File: src/rtl/tvs_pkg.sv
package tvs_pkg;
  typedef enum logic {
    MODE_LOOP = 1'b0,
    MODE_TRAP = 1'b1
  } exec_mode_e;
endpackage

File: src/rtl/tvs_tag_table.sv
module tvs_tag_table #(
  parameter int REG_W = 5,
  parameter int NPORT = 3
) (
  input  logic                        clk,
  input  logic                        rst,
  input  logic                        wr_en,
  input  logic [REG_W-1:0]            wr_idx,
  input  logic                        wr_val,
  input  logic [NPORT-1:0][REG_W-1:0] rd_idx,
  output logic [NPORT-1:0]            rd_tag
);
  localparam int NREG = 1 << REG_W;

  logic [NREG-1:0] tag_q;

  always_ff @(posedge clk) begin
    if (rst) begin
      tag_q <= '0;
    end else if (wr_en) begin
      tag_q[wr_idx] <= wr_val;
    end
  end

  for (genvar p = 0; p < NPORT; p++) begin : g_look
    assign rd_tag[p] = tag_q[rd_idx[p]];
  end
endmodule

File: src/rtl/tvs_cfg_regs.sv
module tvs_cfg_regs #(
  parameter int LEN_W = 6
) (
  input  logic                  clk,
  input  logic                  rst,
  input  logic                  len_we,
  input  logic [LEN_W-1:0]      len_val,
  input  logic                  mode_we,
  input  logic                  mode_val,
  output logic [LEN_W-1:0]      len_q,
  output tvs_pkg::exec_mode_e   mode_q
);
  always_ff @(posedge clk) begin
    if (rst) begin
      len_q  <= '0;
      mode_q <= tvs_pkg::MODE_LOOP;
    end else begin
      if (len_we)  len_q  <= len_val;
      if (mode_we) mode_q <= tvs_pkg::exec_mode_e'(mode_val);
    end
  end
endmodule

File: src/rtl/tvs_issue_loop.sv
module tvs_issue_loop #(
  parameter int REG_W = 5,
  parameter int LEN_W = 6,
  parameter int OP_W  = 8,
  parameter int NOPND = 3
) (
  input  logic                        clk,
  input  logic                        rst,
  input  logic                        in_valid,
  input  logic [OP_W-1:0]             in_op,
  input  logic [NOPND-1:0][REG_W-1:0] in_regs,
  input  logic [NOPND-1:0]            in_tags,
  input  logic [LEN_W-1:0]            cfg_len,
  input  tvs_pkg::exec_mode_e         cfg_mode,
  output logic                        in_ready,
  output logic                        uop_valid,
  output logic [OP_W-1:0]             uop_op,
  output logic [NOPND-1:0][REG_W-1:0] uop_regs,
  output logic                        uop_last,
  output logic                        pc_hold,
  output logic                        trap
);
  logic                        busy_q;
  logic [LEN_W-1:0]            idx_q;
  logic [LEN_W-1:0]            len_q;
  logic [OP_W-1:0]             hold_op;
  logic [NOPND-1:0][REG_W-1:0] hold_regs;
  logic [NOPND-1:0]            hold_tags;

  logic accept, tag_any, go_trap, go_issue, single, final_el;
  logic [REG_W-1:0]            idx_r;
  logic [NOPND-1:0][REG_W-1:0] step_regs;

  assign in_ready = ~busy_q;
  assign accept   = in_valid & ~busy_q;
  assign tag_any  = |in_tags;
  assign go_trap  = accept & tag_any & (cfg_mode == tvs_pkg::MODE_TRAP);
  assign go_issue = accept & ~go_trap;
  assign single   = ~tag_any | (cfg_len <= LEN_W'(1));
  assign final_el = (idx_q + LEN_W'(1)) == len_q;
  assign idx_r    = REG_W'(idx_q);

  for (genvar k = 0; k < NOPND; k++) begin : g_step
    assign step_regs[k] = hold_tags[k] ? hold_regs[k] + idx_r : hold_regs[k];
  end

  always_ff @(posedge clk) begin
    if (rst) begin
      busy_q    <= 1'b0;
      idx_q     <= '0;
      len_q     <= '0;
      hold_op   <= '0;
      hold_regs <= '0;
      hold_tags <= '0;
      uop_valid <= 1'b0;
      uop_op    <= '0;
      uop_regs  <= '0;
      uop_last  <= 1'b0;
      pc_hold   <= 1'b0;
      trap      <= 1'b0;
    end else begin
      trap <= go_trap;
      if (go_issue) begin
        uop_valid <= 1'b1;
        uop_op    <= in_op;
        uop_regs  <= in_regs;
        uop_last  <= single;
        pc_hold   <= ~single;
        busy_q    <= ~single;
        idx_q     <= LEN_W'(1);
        len_q     <= cfg_len;
        hold_op   <= in_op;
        hold_regs <= in_regs;
        hold_tags <= in_tags;
      end else if (busy_q) begin
        uop_valid <= 1'b1;
        uop_op    <= hold_op;
        uop_regs  <= step_regs;
        uop_last  <= final_el;
        pc_hold   <= ~final_el;
        busy_q    <= ~final_el;
        idx_q     <= idx_q + LEN_W'(1);
      end else begin
        uop_valid <= 1'b0;
        uop_last  <= 1'b0;
        pc_hold   <= 1'b0;
      end
    end
  end
endmodule

File: src/rtl/tagvec_issue_seq.sv
module tagvec_issue_seq #(
  parameter int REG_W = 5,
  parameter int LEN_W = 6,
  parameter int OP_W  = 8
) (
  input  logic             clk,
  input  logic             rst,
  input  logic             tag_we,
  input  logic [REG_W-1:0] tag_idx,
  input  logic             tag_val,
  input  logic             len_we,
  input  logic [LEN_W-1:0] len_val,
  input  logic             mode_we,
  input  logic             mode_val,
  input  logic             in_valid,
  output logic             in_ready,
  input  logic [OP_W-1:0]  in_op,
  input  logic [REG_W-1:0] in_rd,
  input  logic [REG_W-1:0] in_rs1,
  input  logic [REG_W-1:0] in_rs2,
  output logic             uop_valid,
  output logic [OP_W-1:0]  uop_op,
  output logic [REG_W-1:0] uop_rd,
  output logic [REG_W-1:0] uop_rs1,
  output logic [REG_W-1:0] uop_rs2,
  output logic             uop_last,
  output logic             pc_hold,
  output logic             trap
);
  localparam int NOPND = 3;

  logic [NOPND-1:0][REG_W-1:0] opnd_regs;
  logic [NOPND-1:0][REG_W-1:0] out_regs;
  logic [NOPND-1:0]            opnd_tags;
  logic [LEN_W-1:0]            cfg_len;
  tvs_pkg::exec_mode_e         cfg_mode;

  assign opnd_regs = {in_rs2, in_rs1, in_rd};
  assign uop_rd    = out_regs[0];
  assign uop_rs1   = out_regs[1];
  assign uop_rs2   = out_regs[2];

  tvs_tag_table #(.REG_W(REG_W), .NPORT(NOPND)) u_tags (
    .clk(clk), .rst(rst),
    .wr_en(tag_we), .wr_idx(tag_idx), .wr_val(tag_val),
    .rd_idx(opnd_regs), .rd_tag(opnd_tags)
  );

  tvs_cfg_regs #(.LEN_W(LEN_W)) u_cfg (
    .clk(clk), .rst(rst),
    .len_we(len_we), .len_val(len_val),
    .mode_we(mode_we), .mode_val(mode_val),
    .len_q(cfg_len), .mode_q(cfg_mode)
  );

  tvs_issue_loop #(.REG_W(REG_W), .LEN_W(LEN_W), .OP_W(OP_W), .NOPND(NOPND)) u_loop (
    .clk(clk), .rst(rst),
    .in_valid(in_valid), .in_op(in_op), .in_regs(opnd_regs), .in_tags(opnd_tags),
    .cfg_len(cfg_len), .cfg_mode(cfg_mode),
    .in_ready(in_ready), .uop_valid(uop_valid), .uop_op(uop_op),
    .uop_regs(out_regs), .uop_last(uop_last), .pc_hold(pc_hold), .trap(trap)
  );
endmodule

File: config.mk
export PLATFORM = sky130hd
export DESIGN_NAME = tagvec_issue_seq
export DESIGN_NICKNAME = d
export VERILOG_FILES = /design/src/rtl/tvs_pkg.sv /design/src/rtl/tvs_tag_table.sv /design/src/rtl/tvs_cfg_regs.sv /design/src/rtl/tvs_issue_loop.sv /design/src/rtl/tagvec_issue_seq.sv
export SDC_FILE = /design/constraint.sdc
export NUM_CORES = 1
export LEC_CHECK = 0
export BUFFER_PORTS_ARGS = -buffer_cell sky130_fd_sc_hd__buf_2
export CORE_MARGIN = 10
export CORE_UTILIZATION = 40
export CTS_CLUSTER_DIAMETER = 80
export DETAILED_ROUTE_END_ITERATION = 8
export PLACE_DENSITY = 0.59
export SETUP_SLACK_MARGIN = 0.3
export SLEW_MARGIN = 25
export SYNTH_ARGS = -nofsm -noshare
export SYNTH_HDL_FRONTEND = slang
export SYNTH_SLANG_ARGS = --single-unit
File: constraint.sdc
create_clock -name clk -period 6.8 [get_ports clk]
set_clock_uncertainty 0.05 [all_clocks]
set_input_delay 1.02 -clock clk [delete_from_list [all_inputs] [get_ports clk]]
set_output_delay 1.02 -clock clk [all_outputs]
set_load 0.005 [all_outputs]
## Yosys cells after proc, flatten, opt, wreduce, memory -nomap -nowiden

Index checks and enable logic that the tools add are counted.

- Bits of input ports: 42
- Memories kept: 0
- Register bits: 104
- Output and inout bits: 28
- RAM bits: 0
- Bits in latches: 0
- Logic and storage cells: 68
- Bits in read-only memories: 0

- Eq/ne operators: 1
- Bitwise logic cells: 10
- Add/sub/neg operators: 4
- Shift operators: 0
- Magnitude comparators: 6
- Reductions and logical operators: 4
- Multipliers: 0
- Divide/modulo/power cells: 0
- Muxes and demuxes: 24

Operators with widths:

| operator | count |
|---|---|
| $bwmux 32 | 1 |
| $mux 15 | 2 |
| $lt 5x6->1 const B | 4 |
| $mux 8 | 2 |
| $add 5x5->5 | 3 |
| $bmux 1 s5 | 3 |
| $mux 5 | 3 |
| $mux 1 | 12 |
| $add 6x1->6 const B | 1 |
| $eq 6x6->1 | 1 |
| $le 6x1->1 const B | 1 |
| $demux 1 s5 | 1 |
| $ge 5x1->1 const B | 1 |
| $not 1->1 | 5 |
| $and 1x1->1 | 4 |
| $reduce_or 3->1 | 1 |
| $reduce_bool 2->1 | 1 |
| $reduce_or 2->1 | 1 |
| $logic_and 1x1->1 | 1 |
| $or 1x1->1 | 1 |

## Depth between registers and ports, before layout

- Word-level depth: 8
- Gate-level depth with buffers: 11
- Mapped depth without buffers: 11

## Hierarchy

Synthesis repeated with hierarchy kept, for this count alone.

- Cell total of the unflattened synthesis: 707
- Area total of the unflattened synthesis: 5,821.8 µm²

Modules (own cells, without submodules):

| module | seq. area each (µm²) | area each (µm²) | cells an instance | instances |
|---|---|---|---|---|
| tvs_issue_loop | 1,301.2 | 3,223.1 | 380 | 1 |
| tvs_tag_table | 640.6 | 2,351.0 | 305 | 1 |
| tvs_cfg_regs | 140.1 | 247.7 | 22 | 1 |

## Worst setup path after synthesis

OpenSTA, ideal clock, no wires.

- Path kind: in2reg
- Start: input in_rs2[1]
- End: register u_loop.uop_op[1]
- Required time: 6.619 ns
- Cell stages on the path: 10
- Library setup time: 0.131 ns
- Buffers on the path: 2
- Slack: 3.496 ns
- Arrival time: 3.123 ns
- Path through: buf_2 -> mux2_1 -> o311ai_1 -> a221oi_1 -> a22o_1 -> a311oi_1 -> a31oi_2 -> nor2_2 -> buf_2 -> o31ai_1

- Word-level cells in the longest chain between the ends: 8
- Elaborated cells on any way between the ends: 9
- Those cells by class: mux: 3; bitwise: 4; reduce/logical: 2

Ends and longest elaborated chain:

| element | RTL line | RTL |
|---|---|---|
| start, declared | tagvec_issue_seq.sv:20 | `input logic [REG_W-1:0] in_rs2,` |
| $bmux 1 s5 (*) | tvs_tag_table.sv:26 | `assign rd_tag[p] = tag_q[rd_idx[p]];` |
| $mux 1 (implied by the code) (*) | tvs_tag_table.sv:26 |  |
| $reduce_or 3->1 (*) | tvs_issue_loop.sv:36 | `assign tag_any = \|in_tags;` |
| $and 1x1->1 (*) (2 in series) | tvs_issue_loop.sv:37 | `assign go_trap = accept & tag_any & (cfg_mode == tvs_pkg::MODE_TRAP);` |
| $not 1->1 (*) | tvs_issue_loop.sv:38 | `assign go_issue = accept & ~go_trap;` |
| $and 1x1->1 (*) | tvs_issue_loop.sv:38 |  |
| $mux 8 or $reduce_bool 2->1 (tied branches) | -- |  |
| end signal, assigned | tvs_issue_loop.sv:65 | `uop_op <= in_op;` |
| end signal, assigned | tvs_issue_loop.sv:77 | `uop_op <= hold_op;` |
| end, declared | tvs_issue_loop.sv:17 | `output logic [OP_W-1:0] uop_op,` |

Every way passes the cells marked *; elsewhere a longest branch is shown, timed or not. The select of a mux whose other input is x is not followed.
A chain may end at the register's enable or synchronous reset.

## Worst setup path in the final report

- Start: input in_rs2[1]
- End: register u_loop.hold_op[7]

- Word-level cells in the longest chain between the ends: 7

Ends and longest elaborated chain:

| element | RTL line | RTL |
|---|---|---|
| $bmux 1 s5 | tvs_tag_table.sv:26 |  |
| $mux 1 (implied by the code) | tvs_tag_table.sv:26 |  |
| $reduce_or 3->1 | tvs_issue_loop.sv:36 |  |
| $and 1x1->1 (2 in series) | tvs_issue_loop.sv:37 |  |
| $not 1->1 | tvs_issue_loop.sv:38 |  |
| $and 1x1->1 | tvs_issue_loop.sv:38 |  |
| end signal, assigned | tvs_issue_loop.sv:72 | `hold_op <= in_op;` |
| end, declared | tvs_issue_loop.sv:26 | `logic [OP_W-1:0] hold_op;` |

No other way between the ends. The select of a mux whose other input is x is not followed.

==> reports/qor.tcl <==
set qor(worst_pin_slew_ps) 1057
set qor(route.detailed.vias_per_inst) 5.666
set qor(final_net_count) 786
set qor(antenna_violations_before_repair) 3
set qor(clock_tree.htree_level_count) 3
set qor(maximum_number_of_pins_on_one_net_before_global_route_repair) 90
set qor(worstPathMaxFanout) 44
set qor(initialDrtViolationCount) 343
set qor(synth-edff-count) 0
set qor(grt_setup_unrepaired) {no}
set qor(syn-num-nets) 752
set qor(route.final.wire_length_um) 16260
set qor(synthesis.area_per_instance_um2) 8.322
set qor(synth_area_leaders) {sky130_fd_sc_hd__dfxtp_1 (36%), sky130_fd_sc_hd__mux2i_1 (11%), sky130_fd_sc_hd__a21oi_1 (6.0%)}
set qor(worst_ep_required_time_ps) 6970
set qor(finalHoldWorstSlack_ps) 398.5
set qor(final.period_utilization_pct) 56.55
set qor(worst_setup_hold_path_clk_slew_ps) 70
set qor(tritoncts) {built}
set qor(netlist-cell-type-count) 53
set qor(synth_top_cell_by_area) {sky130_fd_sc_hd__dfxtp_1}
set qor(timing.setup.critical_path_class) {input pin to flip-flop}
set qor(ys_async_sr_fraction_pct) 0
set qor(drtAntennaViolNets) 0
set qor(count_of_hold_buffers_inserted_by_post_cts_repair) 0
set qor(drc) 0
set qor(max-slew-margin-rel_pct) 29.37
set qor(grt_first_pass_wirelength_um) 26370
set qor(number_of_pins_exceeding_their_max_slew_limit_in_the_final_report) 0
set qor(globalRouteOverflowTotal) 0
set qor(layout-drive-gt1-share_pct) 14.46
set qor(final_design_area_no_fill_um2) 6481
set qor(synth-main-ff-cell) {sky130_fd_sc_hd__dfxtp_1}
set qor(row_count) 43
set qor(cell_with_the_most_instances_after_synthesis) {sky130_fd_sc_hd__dfxtp_1}
set qor(yosys_register_bits) 104
set qor(post_cts_resized) 0
set qor(globalRouteTotalUtil_pct) 16.18
set qor(io_pins) 70
set qor(ys_seq_area_share_pct) 36.05
set qor(synth-warning-count) 0
set qor(p_leak_nw) 2.499
set qor(core_area_um2) 13990
set qor(fp.dieW_um) 140.2
set qor(port-buffer-count) 69
set qor(power.density_cell_area_nw_per_um2) 220.7
set qor(critical_path.startpoint_type) {input pin}
set qor(routability_driven_placement_congestion_ratio) 0.9137
set qor(synthesis.area_um2) 5776
set qor(setup_viol) 0
set qor(timing.hold.worst.class) {flip-flop to flip-flop}
set qor(reg2reg_depth) 9
set qor(place_worst_setup_slack_ps) 2631
set qor(synth_top_cells_by_count) {sky130_fd_sc_hd__dfxtp_1 (104), sky130_fd_sc_hd__nand2_1 (85), sky130_fd_sc_hd__a21oi_1 (69), sky130_fd_sc_hd__mux2i_1 (63)}
set qor(max-vdd-ir-drop_v) 0.0001249
set qor(first_pass_iters) 5
set qor(area_grow_syn2layout_pct) 12.22
set qor(overall_die_area_um2) 19640
set qor(drv_cap) 0
set qor(cts_inserted_buffers) 9
set qor(initial_core_util_pct) 41.29
set qor(totalNegativeSetupSlack_ps) 0
set qor(postSynthCellCount) 694
set qor(fillCellCount) 1364
set qor(grt_pass1_vias) 4999
set qor(crit_arrival_ps) 4010
set qor(hold-path-cell-count) 2
set qor(num_vias) 5179
set qor(finalHoldViolCount) 0
set qor(worst_slack_ps) 2955
set qor(root_buffer) {sky130_fd_sc_hd__clkbuf_16}
set qor(detail_route.wl_per_cell_um) 17.79
set qor(worst_skew_pair.late_latency_ps) 360
set qor(total_power_w) 0.001430
set qor(post-dp-hpwl_um) 11880
set qor(fin_crit_ps) 3845
set qor(dpl_cell_area_um2) 6175
set qor(fmaxAchievable_mhz) 260.1
set qor(cts_max_path_buffers) 2
set qor(sinks_on_clock_net) 104
set qor(end_kind) {flip-flop}
set qor(synth_largest_type_area_fraction_pct) 36.05
set qor(outcome) {finished, final reports clean}
set qor(die_y_um) 140.2
set qor(post_cts.repair.setup_buffers) 0
-- layout make-up --
| type | instances | area, um^2 | share of cell area [%] |
|---|---|---|---|
| clock buffer | 11 | 252.7 | 3.900 |
| antenna | 1 | 2.502 | 0.03861 |
| inverter | 7 | 26.28 | 0.4054 |
| sequential | 104 | 2082 | 32.12 |
| clock inverter | 5 | 46.29 | 0.7143 |
| timing repair buffer | 75 | 390.4 | 6.023 |
| multi-input combinational | 531 | 3456 | 53.32 |
| tap | 180 | 225.2 | 3.475 |
-- worst paths after layout --
check             slack (ps)                 to              start
setup / recovery        2950  u_loop.hold_op[7]          in_rs2[1]
hold / removal           400  u_loop.hold_op[1]  u_loop.hold_op[1]
setup reg to reg        3730  u_loop.hold_op[7]   u_tags.tag_q[26]
hold reg to reg          400  u_loop.hold_op[1]  u_loop.hold_op[1]
-- registers in the layout, summed over array words and instances (netlist names), 3 cells and up --
signal,count
u_loop.hold_op,8
u_loop.len_q,6
u_loop.idx_q,6
u_tags.tag_q,32
u_loop.uop_regs,15
u_cfg.len_q,6
u_loop.uop_op,8
u_loop.hold_tags,3
u_loop.hold_regs,15
-- cells by family (layout without fill, tap and decap cells) --
kind of cell,count (synthesis),after routing,synth area share [%]
AOI/OAI and AO/OA,193,193,20.95
xor gates and xnor gates,26,26,3.943
adders and majority gates,16,16,3.856
buffers and inverters,59,98,4.246
DFF,104,104,36.05
muxes,71,71,12.48
other,0,1,0
and+or+nand+nor,225,225,18.48
-- cell usage in the layout, fill, tap and decap left out, types with 7 or more instances in the layout --
master	instances
sky130_fd_sc_hd__o21ai_1	14
sky130_fd_sc_hd__a21oi_1	69
sky130_fd_sc_hd__nor2b_1	11
sky130_fd_sc_hd__nand4_1	19
sky130_fd_sc_hd__xnor2_1	19
sky130_fd_sc_hd__clkbuf_16	9
sky130_fd_sc_hd__o31ai_1	17
sky130_fd_sc_hd__buf_2	69
sky130_fd_sc_hd__dfxtp_1	104
sky130_fd_sc_hd__ha_1	13
sky130_fd_sc_hd__nor3_1	8
sky130_fd_sc_hd__a22oi_1	11
sky130_fd_sc_hd__nand2_1	85
sky130_fd_sc_hd__nor2_1	39
sky130_fd_sc_hd__o21ai_0	32
sky130_fd_sc_hd__nor3b_1	7
sky130_fd_sc_hd__xor2_1	7
sky130_fd_sc_hd__mux2i_1	63
sky130_fd_sc_hd__nand3_1	33
-- per-stage QoR --
step,util (%),std cells
global route,46.33,914
CTS,46.28,913
detailed placement,44.14,897
finish,46.33,914
global placement,44.14,897
floorplan,-,694
-- critical path: stages --
cell,delay (ps)
sky130_fd_sc_hd__buf_2,400
sky130_fd_sc_hd__mux2_1,370
sky130_fd_sc_hd__o311ai_1,240
sky130_fd_sc_hd__a221oi_1,90
sky130_fd_sc_hd__a22o_1,260
sky130_fd_sc_hd__a311oi_1,410
sky130_fd_sc_hd__a31oi_2,410
sky130_fd_sc_hd__nor2_2,170
sky130_fd_sc_hd__buf_4,430
sky130_fd_sc_hd__o21ai_0,180
-- power breakdown --
part | switching (W) | leakage, nW | internal [W]
logic | 0.000145 | 1.50 | 0.0000923
registers | 0.0000291 | 0.849 | 0.000643
clock network | 0.000246 | 0.149 | 0.000275
total | 0.000419 | 2.50 | 0.00101
-- metal layers --
layer	vias up	track usage (%)	wire [um]
li1	2592	-	-
met1	2433	21.06	7782
met2	125	24.43	7130
met3	27	4.733	978
met4	2	6.522	360
met5	-	0	7
Power figures use the tool's default switching activity.
